**src/rtl/evt_timer_pkg.sv**
```systemverilog
package evt_timer_pkg;

    parameter int CNT_W = 29;

    typedef struct packed {
        logic             armed;
        logic             repeat_m;
        logic [CNT_W-1:0] reload;
        logic [CNT_W-1:0] count;
        logic             pend;
    } tmr_state_t;

endpackage

```
**src/rtl/evt_timer_regs.sv**
```systemverilog
module evt_timer_regs
    import evt_timer_pkg::*;
#(
    parameter int DATA_W   = 32,
    parameter int ADDR_W   = 4,
    parameter int ARM_BIT  = 31,
    parameter int RPT_BIT  = 30,
    parameter int CLR_BIT  = 30,
    parameter int PEND_BIT = 30,
    parameter int TRIG_OFS = 0,
    parameter int CTRL_OFS = 4
) (
    input  logic              wr_i,
    input  logic [ADDR_W-1:0] addr_i,
    input  logic [DATA_W-1:0] wdata_i,
    input  tmr_state_t        st_i,
    output logic              load_o,
    output logic              load_arm_o,
    output logic              load_rpt_o,
    output logic [CNT_W-1:0]  load_val_o,
    output logic              clr_o,
    output logic [DATA_W-1:0] rdata_o
);

    localparam logic [ADDR_W-1:0] TRIG_A = ADDR_W'(TRIG_OFS);
    localparam logic [ADDR_W-1:0] CTRL_A = ADDR_W'(CTRL_OFS);

    logic hit_trig;
    logic hit_ctrl;
    logic unused_wbits;

    always_comb begin
        hit_trig   = (addr_i == TRIG_A);
        hit_ctrl   = (addr_i == CTRL_A);
        load_o     = wr_i & hit_trig;
        clr_o      = wr_i & hit_ctrl & wdata_i[CLR_BIT];
        load_arm_o = wdata_i[ARM_BIT];
        load_rpt_o = wdata_i[RPT_BIT];
        load_val_o = wdata_i[CNT_W-1:0];
    end

    assign unused_wbits = ^wdata_i;

    always_comb begin
        rdata_o = '0;
        if (hit_trig) begin
            rdata_o[CNT_W-1:0] = st_i.reload;
            rdata_o[ARM_BIT]   = st_i.armed;
            rdata_o[RPT_BIT]   = st_i.repeat_m;
        end else if (hit_ctrl) begin
            rdata_o[CNT_W-1:0] = st_i.count;
            rdata_o[PEND_BIT]  = st_i.pend;
        end
    end

endmodule

```
**src/rtl/evt_timer_core.sv**
```systemverilog
module evt_timer_core
    import evt_timer_pkg::*;
(
    input  logic             clk,
    input  logic             rst_n,
    input  logic             tick_i,
    input  logic             load_i,
    input  logic             load_arm_i,
    input  logic             load_rpt_i,
    input  logic [CNT_W-1:0] load_val_i,
    input  logic             clr_i,
    output tmr_state_t       st_o
);

    tmr_state_t st_d, st_q;
    logic       expire;
    logic       at_zero;

    always_comb begin
        st_d    = st_q;
        at_zero = (st_q.count == '0);
        expire  = st_q.armed & tick_i & at_zero & ~load_i;
        if (load_i) begin
            st_d.armed    = load_arm_i;
            st_d.repeat_m = load_rpt_i;
            st_d.reload   = load_val_i;
            st_d.count    = load_val_i;
        end else if (st_q.armed && tick_i) begin
            if (at_zero) begin
                if (st_q.repeat_m) st_d.count = st_q.reload;
                else               st_d.armed = 1'b0;
            end else begin
                st_d.count = st_q.count - 1'b1;
            end
        end
        if (clr_i)  st_d.pend = 1'b0;
        if (expire) st_d.pend = 1'b1;
    end

    always_ff @(posedge clk or negedge rst_n) begin
        if (!rst_n) st_q <= '0;
        else        st_q <= st_d;
    end

    assign st_o = st_q;


    rise_after_tick_chk: assert property (@(posedge clk) disable iff (!rst_n)
        $rose(st_q.pend) |-> $past(tick_i & st_q.armed & (st_q.count == '0)));


    hold_no_tick_chk: assert property (@(posedge clk) disable iff (!rst_n)
        (!tick_i && !load_i) |=> $stable(st_q.count));


    single_disarm_chk: assert property (@(posedge clk) disable iff (!rst_n)
        (expire && !st_q.repeat_m) |=> !st_q.armed);


    repeat_reload_chk: assert property (@(posedge clk) disable iff (!rst_n)
        (expire && st_q.repeat_m) |=> (st_q.armed && st_q.count == st_q.reload));


    pend_hold_chk: assert property (@(posedge clk) disable iff (!rst_n)
        (st_q.pend && !clr_i) |=> st_q.pend);


    set_wins_chk: assert property (@(posedge clk) disable iff (!rst_n)
        (expire && clr_i) |=> st_q.pend);


    load_now_chk: assert property (@(posedge clk) disable iff (!rst_n)
        load_i |=> (st_q.count == $past(load_val_i)));

endmodule

```
**src/rtl/evt_timer.sv**
```systemverilog
module evt_timer
    import evt_timer_pkg::*;
#(
    parameter int DATA_W = 32,
    parameter int ADDR_W = 4
) (
    input  logic              clk,
    input  logic              rst_n,
    input  logic              tick_i,
    input  logic              bus_wr_i,
    input  logic [ADDR_W-1:0] bus_addr_i,
    input  logic [DATA_W-1:0] bus_wdata_i,
    output logic [DATA_W-1:0] bus_rdata_o,
    output logic              irq_o
);

    tmr_state_t       st;
    logic             load;
    logic             load_arm;
    logic             load_rpt;
    logic [CNT_W-1:0] load_val;
    logic             clr;

    evt_timer_regs #(.DATA_W(DATA_W), .ADDR_W(ADDR_W)) u_regs (
        .wr_i       (bus_wr_i),
        .addr_i     (bus_addr_i),
        .wdata_i    (bus_wdata_i),
        .st_i       (st),
        .load_o     (load),
        .load_arm_o (load_arm),
        .load_rpt_o (load_rpt),
        .load_val_o (load_val),
        .clr_o      (clr),
        .rdata_o    (bus_rdata_o)
    );

    evt_timer_core u_core (
        .clk        (clk),
        .rst_n      (rst_n),
        .tick_i     (tick_i),
        .load_i     (load),
        .load_arm_i (load_arm),
        .load_rpt_i (load_rpt),
        .load_val_i (load_val),
        .clr_i      (clr),
        .st_o       (st)
    );

    assign irq_o = st.pend;

endmodule

```
**config.mk**
```make
export PLATFORM = sky130hd
export DESIGN_NAME = evt_timer
export DESIGN_NICKNAME = d
export VERILOG_FILES = /design/src/rtl/evt_timer_pkg.sv /design/src/rtl/evt_timer_regs.sv /design/src/rtl/evt_timer_core.sv /design/src/rtl/evt_timer.sv
export SDC_FILE = /design/constraint.sdc
export NUM_CORES = 1
export LEC_CHECK = 0
export CORE_MARGIN = 2
export CORE_UTILIZATION = 55
export CTS_CLUSTER_SIZE = 30
export DETAILED_ROUTE_END_ITERATION = 10
export MAX_ROUTING_LAYER = met4
export PLACE_DENSITY = 0.83
export SKIP_LAST_GASP = 1
export SLEW_MARGIN = 10
export SYNTH_ARGS = -nofsm -noshare
export SYNTH_HDL_FRONTEND = slang
export SYNTH_SLANG_ARGS = --single-unit
export TNS_END_PERCENT = 30
```
**constraint.sdc**
```tcl
create_clock -name clk -period 4.7 [get_ports clk]
set_input_delay 0.94 -clock clk [delete_from_list [all_inputs] [get_ports clk]]
set_output_delay 0.94 -clock clk [all_outputs]
set_load 0.01 [all_outputs]
```
==> results of run 1 <==
[logic make-up after synthesis]
logic type,after synthesis
AO/OA/AOI/OAI,135
multiplexers,4
other,1
buffers and inverters,51
AND/OR/NAND/NOR,213
flip-flops,61
XOR/XNOR,2
adder cells (fa/ha/maj),1
[per-stage QoR]
step                      utilization [%]  hold slack (ns)
final                                69.5            0.503
after global routing                 69.5            0.531
after CTS                            69.5            0.498
after detailed placement             66.3            0.483
after global placement               66.3            0.464
after floorplan                         -            0.453
[layout make-up]
| cell class | instances | area, um2 |
|---|---|---|
| timing repair buffer | 85 | 808 |
| sequential | 61 | 1530 |
| clock buffer | 12 | 155 |
| inverter | 11 | 41.3 |
| tap | 99 | 124 |
| fill | 583 | 2190 |
| clock inverter | 4 | 70.1 |
| multi-input combinational | 356 | 2260 |
[cell usage after synthesis (3+ instances only)]
master and instances:
buf_2 6, nand2_1 93, a31oi_1 7, o22ai_1 6, a211oi_1 4, inv_1 11
a22o_1 33, o311a_1 3, mux2i_1 4, nor4_1 17, a22oi_1 4, nor2_1 18
and2_1 3, buf_1 3, a21oi_1 5, a41oi_1 5, or2_2 5, buf_6 3
a32o_1 5, o21ai_0 15, a211o_1 3, o31ai_1 4, nand3_1 19, or4_1 8
nand2b_1 5, clkbuf_1 23, a21o_1 3, a311oi_1 3, o32ai_1 4, clkbuf_8 3
nor3_1 14, dfrtp_1 61, nand4_1 9, o211ai_1 9
[per-layer routing]
| layer | vias to the layer above | part of all wire, % | track usage [%] |
|---|---|---|---|
| met5 | - | 0 | - |
| met1 | 2056 | 41 | 43.3 |
| met3 | 47 | 8.9 | 7.02 |
| met2 | 244 | 47 | 54.5 |
| li1 | 1904 | - | - |
| met4 | 0 | 3.3 | 13.6 |
[power groups by stage]
stage	clock, mW	combinational (mW)	sequential (mW)
6_report	0.539	0.634	0.881
2_1_floorplan	0	0.484	0.790
3_5_place_dp	0	0.618	0.877
3_3_place_gp	0	0.602	0.867
5_1_grt	0.563	0.700	0.898
4_1_cts	0.545	0.622	0.868
[worst max-delay path: stages]
cell,delay (ns)
clkdlybuf4s50_1,0.48
nor4_4,0.29
buf_4,0.42
a22o_1,0.22
clkdlybuf4s50_1,0.54
[cell usage in the layout (no fill, tap or decap), types with 3 or more instances in the layout]
master,n
a211o_1,3
a211oi_1,4
a21o_1,3
a21oi_1,5
a22o_1,33
a22oi_1,4
a311oi_1,3
a31oi_1,7
a32o_1,5
a41oi_1,5
buf_4,15
clkbuf_8,11
clkdlybuf4s50_1,69
dfrtp_1,61
inv_1,11
mux2i_1,4
nand2_1,92
nand2b_1,5
nand3_1,19
nand4_1,9
nor2_1,18
nor3_1,13
nor3_2,3
nor4_1,17
o211ai_1,9
o21ai_0,15
o22ai_1,6
o311a_1,3
o31ai_1,4
o32ai_1,4
or2_2,5
or4_1,8
[final timing paths]
kind | slack (ns) | endpoint | from | depth (start not counted)
hold / removal | 0.50 | u_core.st_o[58] | u_core.st_o[58] | 2
hold reg to reg | 0.50 | u_core.st_o[58] | u_core.st_o[58] | 2
max in group asynchronous | 3.40 | u_core.st_o[41] | rst_n | 2
setup reg to reg | 1.19 | u_core.st_o[19] | u_core.st_o[19] | 5
min in group asynchronous | 0.75 | u_core.st_o[28] | rst_n | 2
setup / recovery | 0.87 | bus_rdata_o[12] | bus_addr_i[1] | 5
==> impl_metrics.tcl, run 1 <==
set metrics [dict create \
    outcome "completed" \
    clk_path_buf_depth 2 \
    yosysTopAreaCell "dfrtp_1" \
    period_share_pct 81.6 \
    hold_buffers 0 \
    p_clk_share_pct 26.3 \
    drt_iter0_markers 374 \
    end_kind "output pin" \
    synth_cells 468 \
    ant_nets 0 \
    dp_cells 612 \
    final.setup_skew_ns 0.00729 \
    worstMarginPinSlew_ns 1.09 \
    root_buffer "clkbuf_8" \
    worst_hold_path_type "flop to flop" \
    power_density_mw_per_mm2 412 \
    drive_gt1_share_pct 11.2 \
    worst_slack_ns 0.865 \
    ctsResizeCount 0 \
    p_int_mw 1.26 \
    synth-compound-area-share_pct 26.8 \
    start_util_pct 56.0 \
    numCtsBuffers 9 \
    synthAdderAreaFrac_pct 0.311 \
    ioPinCount 73 \
    rsz0062_at_grt "false" \
    design_area_mm2 0.00498 \
    p_total_mw 2.05 \
    power_frac_seq_pct 42.9 \
    layout.cells.non_filler 628 \
    switching_share_pct 38.6 \
    synth_simple_gate_area_share_pct 26.9 \
    num_vias 4251 \
    die_area_mm2 0.00801 \
    grt_pass1_wl_um 20300 \
    crit_path_start_kind "input pin" \
    cts-htree-levels 3 \
    worstSkewPairLatency_ns 0.35 \
    synth_warnings 0 \
    cts.reportedPaths.clkPinSlew_ns 0.07 \
    syn-num-nets 509 \
    async_flop_share_pct 100 \
    arrival_ns 2.89 \
    dp_hpwl_um 8460 \
    cts_tree "built" \
    routed_via_density 6.77 \
    nets 565 \
    max_freq_mhz 261 \
    firstDrtPassIters 5 \
    netlist.area_leader.share_pct 38.0 \
    finalSetupTns_ns 0 \
    cts.repair_timing.setup_buffer_count 0 \
    synth_xor_area_share_pct 0.436 \
    cts_sinks 61 \
    num_rows 31 \
    grt_max_degree 62 \
    synth-seq-area-share_pct 38.0 \
    diodes 0 \
    drv_slew 0 \
    hold_viol_final 0 \
    place_area_mm2 0.00476 \
    synthFlopType "dfrtp_1" \
    synth_area_leaders "dfrtp_1 (38%), nand2_1 (8.7%), a22o_1 (7.2%), nor4_1 (2.6%), nand3_1 (2.4%)" \
    antenna_found_initial 0 \
    synth_mux_area_share_pct 0.996 \
    cp_max_fo 37 \
    gp_congestion 0.960 \
    wl_per_cell_um 20.3 \
    synth_top_family_by_area "simple AND/OR/NAND/NOR gates" \
    grt_overflow_total 0 \
    pre_cts_ws_ns 0.880 \
    worstSetupPathType "input pin to output pin" \
    cp.required_ns 3.76 \
    numPortBuffers 70 \
    vdd_drop_max_mv 0.275 \
    setup_viol 0 \
    coreArea_mm2 0.00718 \
    synth_area_mm2 0.00402 \
    area_growth_pct 24.0 \
    largest_reg_flops 61 \
    grt_pass1_vias 4026 \
    pwr-share-comb_pct 30.9 \
    power_leakage_nw 2.05 \
    die_w_um 89.5 \
    synth_edf_count 0 \
    drc 0 \
    ys_types 71 \
    routed_wl_um 12700 \
    fin_crit_ns 3.83 \
    die_h_um 89.5 \
    relSlewSlack_pct 26.9 \
    grtUsageTotal_pct 34.4 \
    maxCapViolations 0 \
    synth_area_per_cell_um2 8.59 \
    ys_ff_latch 61 \
    switchingPower_mw 0.792 \
]
Power figures use the tool's default switching activity.
==> inputs of run 2 (changes only) <==
--- a/config.mk
+++ b/config.mk
@@ -6,11 +6,11 @@
 export NUM_CORES = 1
 export LEC_CHECK = 0
 export CORE_MARGIN = 2
-export CORE_UTILIZATION = 55
+export CORE_UTILIZATION = 53
 export CTS_CLUSTER_SIZE = 30
 export DETAILED_ROUTE_END_ITERATION = 10
 export MAX_ROUTING_LAYER = met4
-export PLACE_DENSITY = 0.83
+export PLACE_DENSITY = 0.81
 export SKIP_LAST_GASP = 1
 export SLEW_MARGIN = 10
 export SYNTH_ARGS = -nofsm -noshare
==> constraint.sdc (replaced) <==
create_clock -name clk -period 3.95 [get_ports clk]
set_input_delay 0.79 -clock clk [delete_from_list [all_inputs] [get_ports clk]]
set_output_delay 0.79 -clock clk [all_outputs]
set_load 0.01 [all_outputs]
==> impl_metrics.tcl, run 2 (synthesized netlist as in run 1, its figures left out) <==
set metrics [dict create \
    wl_per_cell_um 21.0 \
    r2r-start "u_core.st_o[19]" \
    num_vias 4281 \
    root_buffer "clkbuf_8" \
    routed_wl_um 13200 \
    grt_overflow_total 0 \
    power_frac_seq_pct 45.8 \
    p_clk_share_pct 20.5 \
    power_leakage_nw 2.03 \
    crit_path_start_kind "input pin" \
    outcome "completed" \
    grtUsageTotal_pct 33.6 \
    worstSkewPairLatency_ns 0.34 \
    ioPinCount 73 \
    period_share_pct 89.5 \
    drt_iter0_markers 374 \
    end_kind "output pin" \
    arrival_ns 2.74 \
    finalSetupTns_ns 0 \
    maxCapViolations 0 \
    cts_tree "built" \
    cp_max_fo 31 \
    max_freq_mhz 283 \
    path_common_cell "clkdlybuf4s50_1" \
    cp.required_ns 3.16 \
    numPortBuffers 70 \
    area_growth_pct 22.9 \
    crit_chain "clkdlybuf4s50_1, nor4b_2, buf_4, a22o_1, clkdlybuf4s50_1" \
    diodes 0 \
    grt_pass1_vias 4225 \
    gp_congestion 0.960 \
    clk_path_buf_depth 2 \
    worstMarginPinSlew_ns 1.14 \
    startpoint "bus_addr_i[1]" \
    whs_ns 0.511 \
    ctsResizeCount 0 \
    drive_gt1_share_pct 11.1 \
    switchingPower_mw 0.959 \
    min_from "u_core.st_o[48]" \
    grt_max_degree 38 \
    cts.reportedPaths.clkPinSlew_ns 0.07 \
    antenna_found_initial 0 \
    cts-htree-levels 3 \
    die_w_um 91.1 \
    fin_crit_ns 3.53 \
    drc 0 \
    largest_reg_flops 61 \
    final.setup_skew_ns 0.00818 \
    start_util_pct 55.1 \
    ant_nets 0 \
    setup_viol 0 \
    coreArea_mm2 0.00729 \
    power_density_mw_per_mm2 467 \
    grt_pass1_wl_um 21800 \
    switching_share_pct 41.6 \
    firstDrtPassIters 5 \
    worstSetupPathType "input pin to output pin" \
    hold_viol_final 0 \
    cp_slowest_cell "clkdlybuf4s50_1" \
    relSlewSlack_pct 23.4 \
    num_rows 31 \
    cts.repair_timing.setup_buffer_count 0 \
    dp_hpwl_um 9160 \
    die_area_mm2 0.00830 \
    hold_buffers 0 \
    cts_sinks 61 \
    vdd_drop_max_mv 0.253 \
    final_cell_mix "nand2_1 (92), clkdlybuf4s50_1 (69), dfrtp_1 (61)" \
    numCtsBuffers 9 \
    p_int_mw 1.35 \
    worst_hold_path_type "flop to flop" \
    rsz0062_at_grt "false" \
    drv_slew 0 \
    die_h_um 91.1 \
    cpPeakStageDelay_ns 0.54 \
    final_common_cell "nand2_1" \
    nets 567 \
    routed_via_density 6.80 \
    pwr-share-comb_pct 33.7 \
]
[run 2: path summary, 6_finish.rpt]
| check | end | slack, ns | depth (start not counted) |
|---|---|---|---|
| setup / recovery | bus_rdata_o[19] | 0.42 | 5 |
| hold / removal | u_core.st_o[48] | 0.51 | 2 |
| setup reg to reg | u_core.st_o[16] | 0.82 | 6 |
| hold reg to reg | u_core.st_o[48] | 0.51 | 2 |
| max in group asynchronous | u_core.st_o[25] | 2.56 | 2 |
| min in group asynchronous | u_core.st_o[35] | 0.52 | 1 |
[run 2: critical path: cells and delay by family]
kind | cells | cell delay [ns]
compound gates | 1 | 0.23
buf+inv | 3 | 1.41
simple gates | 1 | 0.31
[run 2: per-stage QoR]
step | worst slack [ns] | cell area, um2 | instances | utilization, % | power, mW
final | 0.416 | 4940 | 630 | 67.7 | 2.31
after global placement | 0.452 | 4780 | 614 | 65.6 | 1.77
after detailed placement | 0.419 | 4780 | 614 | 65.6 | 1.81
after floorplan | 1.31 | 4020 | 468 | - | 1.52
after CTS | 0.414 | 4940 | 630 | 67.7 | 2.28
after global routing | 0.338 | 4940 | 630 | 67.7 | 2.45
[run 2: final cells by class]
class,count,area [um2]
timing repair buffer,87,836
fill,626,2350
clock buffer,11,131
clock inverter,5,27.5
multi-input combinational,356,2250
inverter,11,41.3
tap,99,124
sequential,61,1530
[run 2: layer usage]
metal	track usage (%)	share of wire, %	vias to the layer above
met2	53.6	48	258
met5	-	0	-
met4	10.5	1.8	0
met3	6.06	8.3	27
met1	43.7	42	2085
li1	-	-	1911
[run 2: power by group through the flow]
stage | combinational (mW) | sequential [mW] | clock, mW
6_report | 0.778 | 1.06 | 0.473
5_1_grt | 0.854 | 1.08 | 0.514
4_1_cts | 0.765 | 1.04 | 0.477
3_5_place_dp | 0.760 | 1.05 | 0
3_3_place_gp | 0.738 | 1.04 | 0
2_1_floorplan | 0.576 | 0.940 | 0
==> inputs of run 3 (changes only) <==
--- a/config.mk
+++ b/config.mk
@@ -10,7 +10,7 @@
 export CTS_CLUSTER_SIZE = 30
 export DETAILED_ROUTE_END_ITERATION = 10
 export MAX_ROUTING_LAYER = met4
-export PLACE_DENSITY = 0.81
+export PLACE_DENSITY = 0.8
 export SKIP_LAST_GASP = 1
 export SLEW_MARGIN = 10
 export SYNTH_ARGS = -nofsm -noshare
==> impl_metrics.tcl, run 3 (synthesized netlist as in run 1, its figures left out) <==
set metrics [dict create \
    outcome "completed" \
    hold_viol_final 0 \
    worstSetupPathType "input pin to output pin" \
    cts_tree "built" \
    num_rows 31 \
    cts.reportedPaths.clkPinSlew_ns 0.07 \
    cp_max_fo 31 \
    path_common_cell "clkdlybuf4s50_1" \
    die_h_um 91.1 \
    numPortBuffers 70 \
    ant_nets 0 \
    fin_crit_ns 3.53 \
    hold_buffers 0 \
    area_growth_pct 24.8 \
    drc 0 \
    power_leakage_nw 2.06 \
    crit_path_start_kind "input pin" \
    drv_slew 0 \
    wl_per_cell_um 20.3 \
    cp_slowest_cell "clkdlybuf4s50_1" \
    nets 570 \
    numCtsBuffers 9 \
    final_cell_mix "nand2_1 (92), clkdlybuf4s50_1 (69), dfrtp_1 (61)" \
    maxCapViolations 0 \
    firstDrtPassIters 5 \
    seqCellArea_mm2 0.00153 \
    routed_wl_um 12900 \
    ctsResizeCount 0 \
    drive_gt1_share_pct 11.8 \
    rsz0062_at_grt "false" \
    grt_max_degree 40 \
    root_buffer "clkbuf_8" \
    coreArea_mm2 0.00729 \
    n_fill_cell 627 \
    arrival_ns 2.74 \
    clk_path_buf_depth 2 \
    final.setup_skew_ns 0.00906 \
    period_share_pct 89.5 \
    p_total_mw 2.43 \
    ioPinCount 73 \
    worstMarginPinSlew_ns 1.05 \
    max_freq_mhz 283 \
    r2r_setup_slack_ns 0.80 \
    pre_cts_ws_ns 0.401 \
    design_area_mm2 0.00502 \
    relSlewSlack_pct 29.5 \
    drt_iter0_markers 343 \
    die_w_um 91.1 \
    vdd_drop_max_mv 0.241 \
    finalSetupTns_ns 0 \
    largest_reg_flops 61 \
    final_common_cell "nand2_1" \
    cts_sinks 61 \
    grt_pass1_wl_um 21400 \
    grt_pass1_vias 4241 \
    cts-htree-levels 3 \
    worstSkewPairLatency_ns 0.35 \
    diodes 0 \
    die_area_mm2 0.00830 \
    cp.required_ns 3.16 \
    worst_slack_ns 0.415 \
    power_density_mw_per_mm2 485 \
    crit_chain "clkdlybuf4s50_1, nor4b_2, buf_4, a22o_1, clkdlybuf4s50_1" \
    place_area_mm2 0.00480 \
    end_kind "output pin" \
    setup_viol 0 \
    routed_via_density 6.71 \
    multiInputGateArea_mm2 0.00225 \
    start_util_pct 55.1 \
    num_vias 4249 \
    gp_congestion 0.970 \
    worst_hold_path_type "flop to flop" \
    dp_hpwl_um 8790 \
    grtUsageTotal_pct 33.3 \
    cpPeakStageDelay_ns 0.54 \
    grt_overflow_total 0 \
    cts.repair_timing.setup_buffer_count 0 \
    antenna_found_initial 0 \
]
[run 3: changes by cell type in the layout (fill, tap and decap cells not counted), sizes merged]
| cell | previous run | this run |
|---|---|---|
| buf | 18 | 21 |
| bufinv | 0 | 2 |
| clkbuf | 11 | 10 |
| clkinv | 4 | 1 |
| clkinvlp | 1 | 3 |
[run 3: worst paths after layout]
check,from,to,cells past startpoint
hold / removal,u_core.st_o[42],u_core.st_o[42],2
setup / recovery,bus_addr_i[1],bus_rdata_o[12],5
hold reg to reg,u_core.st_o[42],u_core.st_o[42],2
setup reg to reg,u_core.st_o[1],u_core.st_o[9],7
max in group asynchronous,rst_n,u_core.st_o[34],2
min in group asynchronous,rst_n,u_core.st_o[0],1
[run 3: metrics by stage]
| step | hold WS, ns | instances | utilization (%) |
|---|---|---|---|
| after floorplan | 0.453 | 468 | - |
| after global placement | 0.467 | 617 | 65.9 |
| after detailed placement | 0.496 | 617 | 65.9 |
| after CTS | 0.510 | 633 | 68.8 |
| after global routing | 0.531 | 633 | 68.8 |
| final | 0.509 | 633 | 68.8 |
[run 3: power by group]
part           internal [mW]  total (mW)  switching (mW)  leakage [nW]
clock                  0.354       0.622           0.267        0.0985
combinational          0.335       0.765           0.430          1.20
sequential             0.789        1.05           0.257         0.766
[run 3: final cells by class]
cell class | instances | area share, %
clock buffers | 10 | 2.54
clock inverters | 6 | 1.75
inverters | 11 | 0.823
multi-input cells | 356 | 44.9
flip-flops and latches | 61 | 30.4
well taps | 99 | 2.47
repair buffers | 90 | 17.1
[run 3: layer usage]
layer / up-vias / part of all wire [%] / track usage [%] / wire length [um]
met5: - / 0 / - / 0
met4: 0 / 2.4 / 12.8 / 303
met3: 31 / 8.9 / 6.14 / 1140
met2: 249 / 48 / 51.0 / 6130
met1: 2052 / 41 / 44.0 / 5290
li1: 1917 / - / - / -
[run 3: worst max-delay path, delay by kind of cell]
family,cells,cell delay (ns)
buffers and inverters,3,1.42
AO/OA/AOI/OAI,1,0.23
AND/OR/NAND/NOR,1,0.30
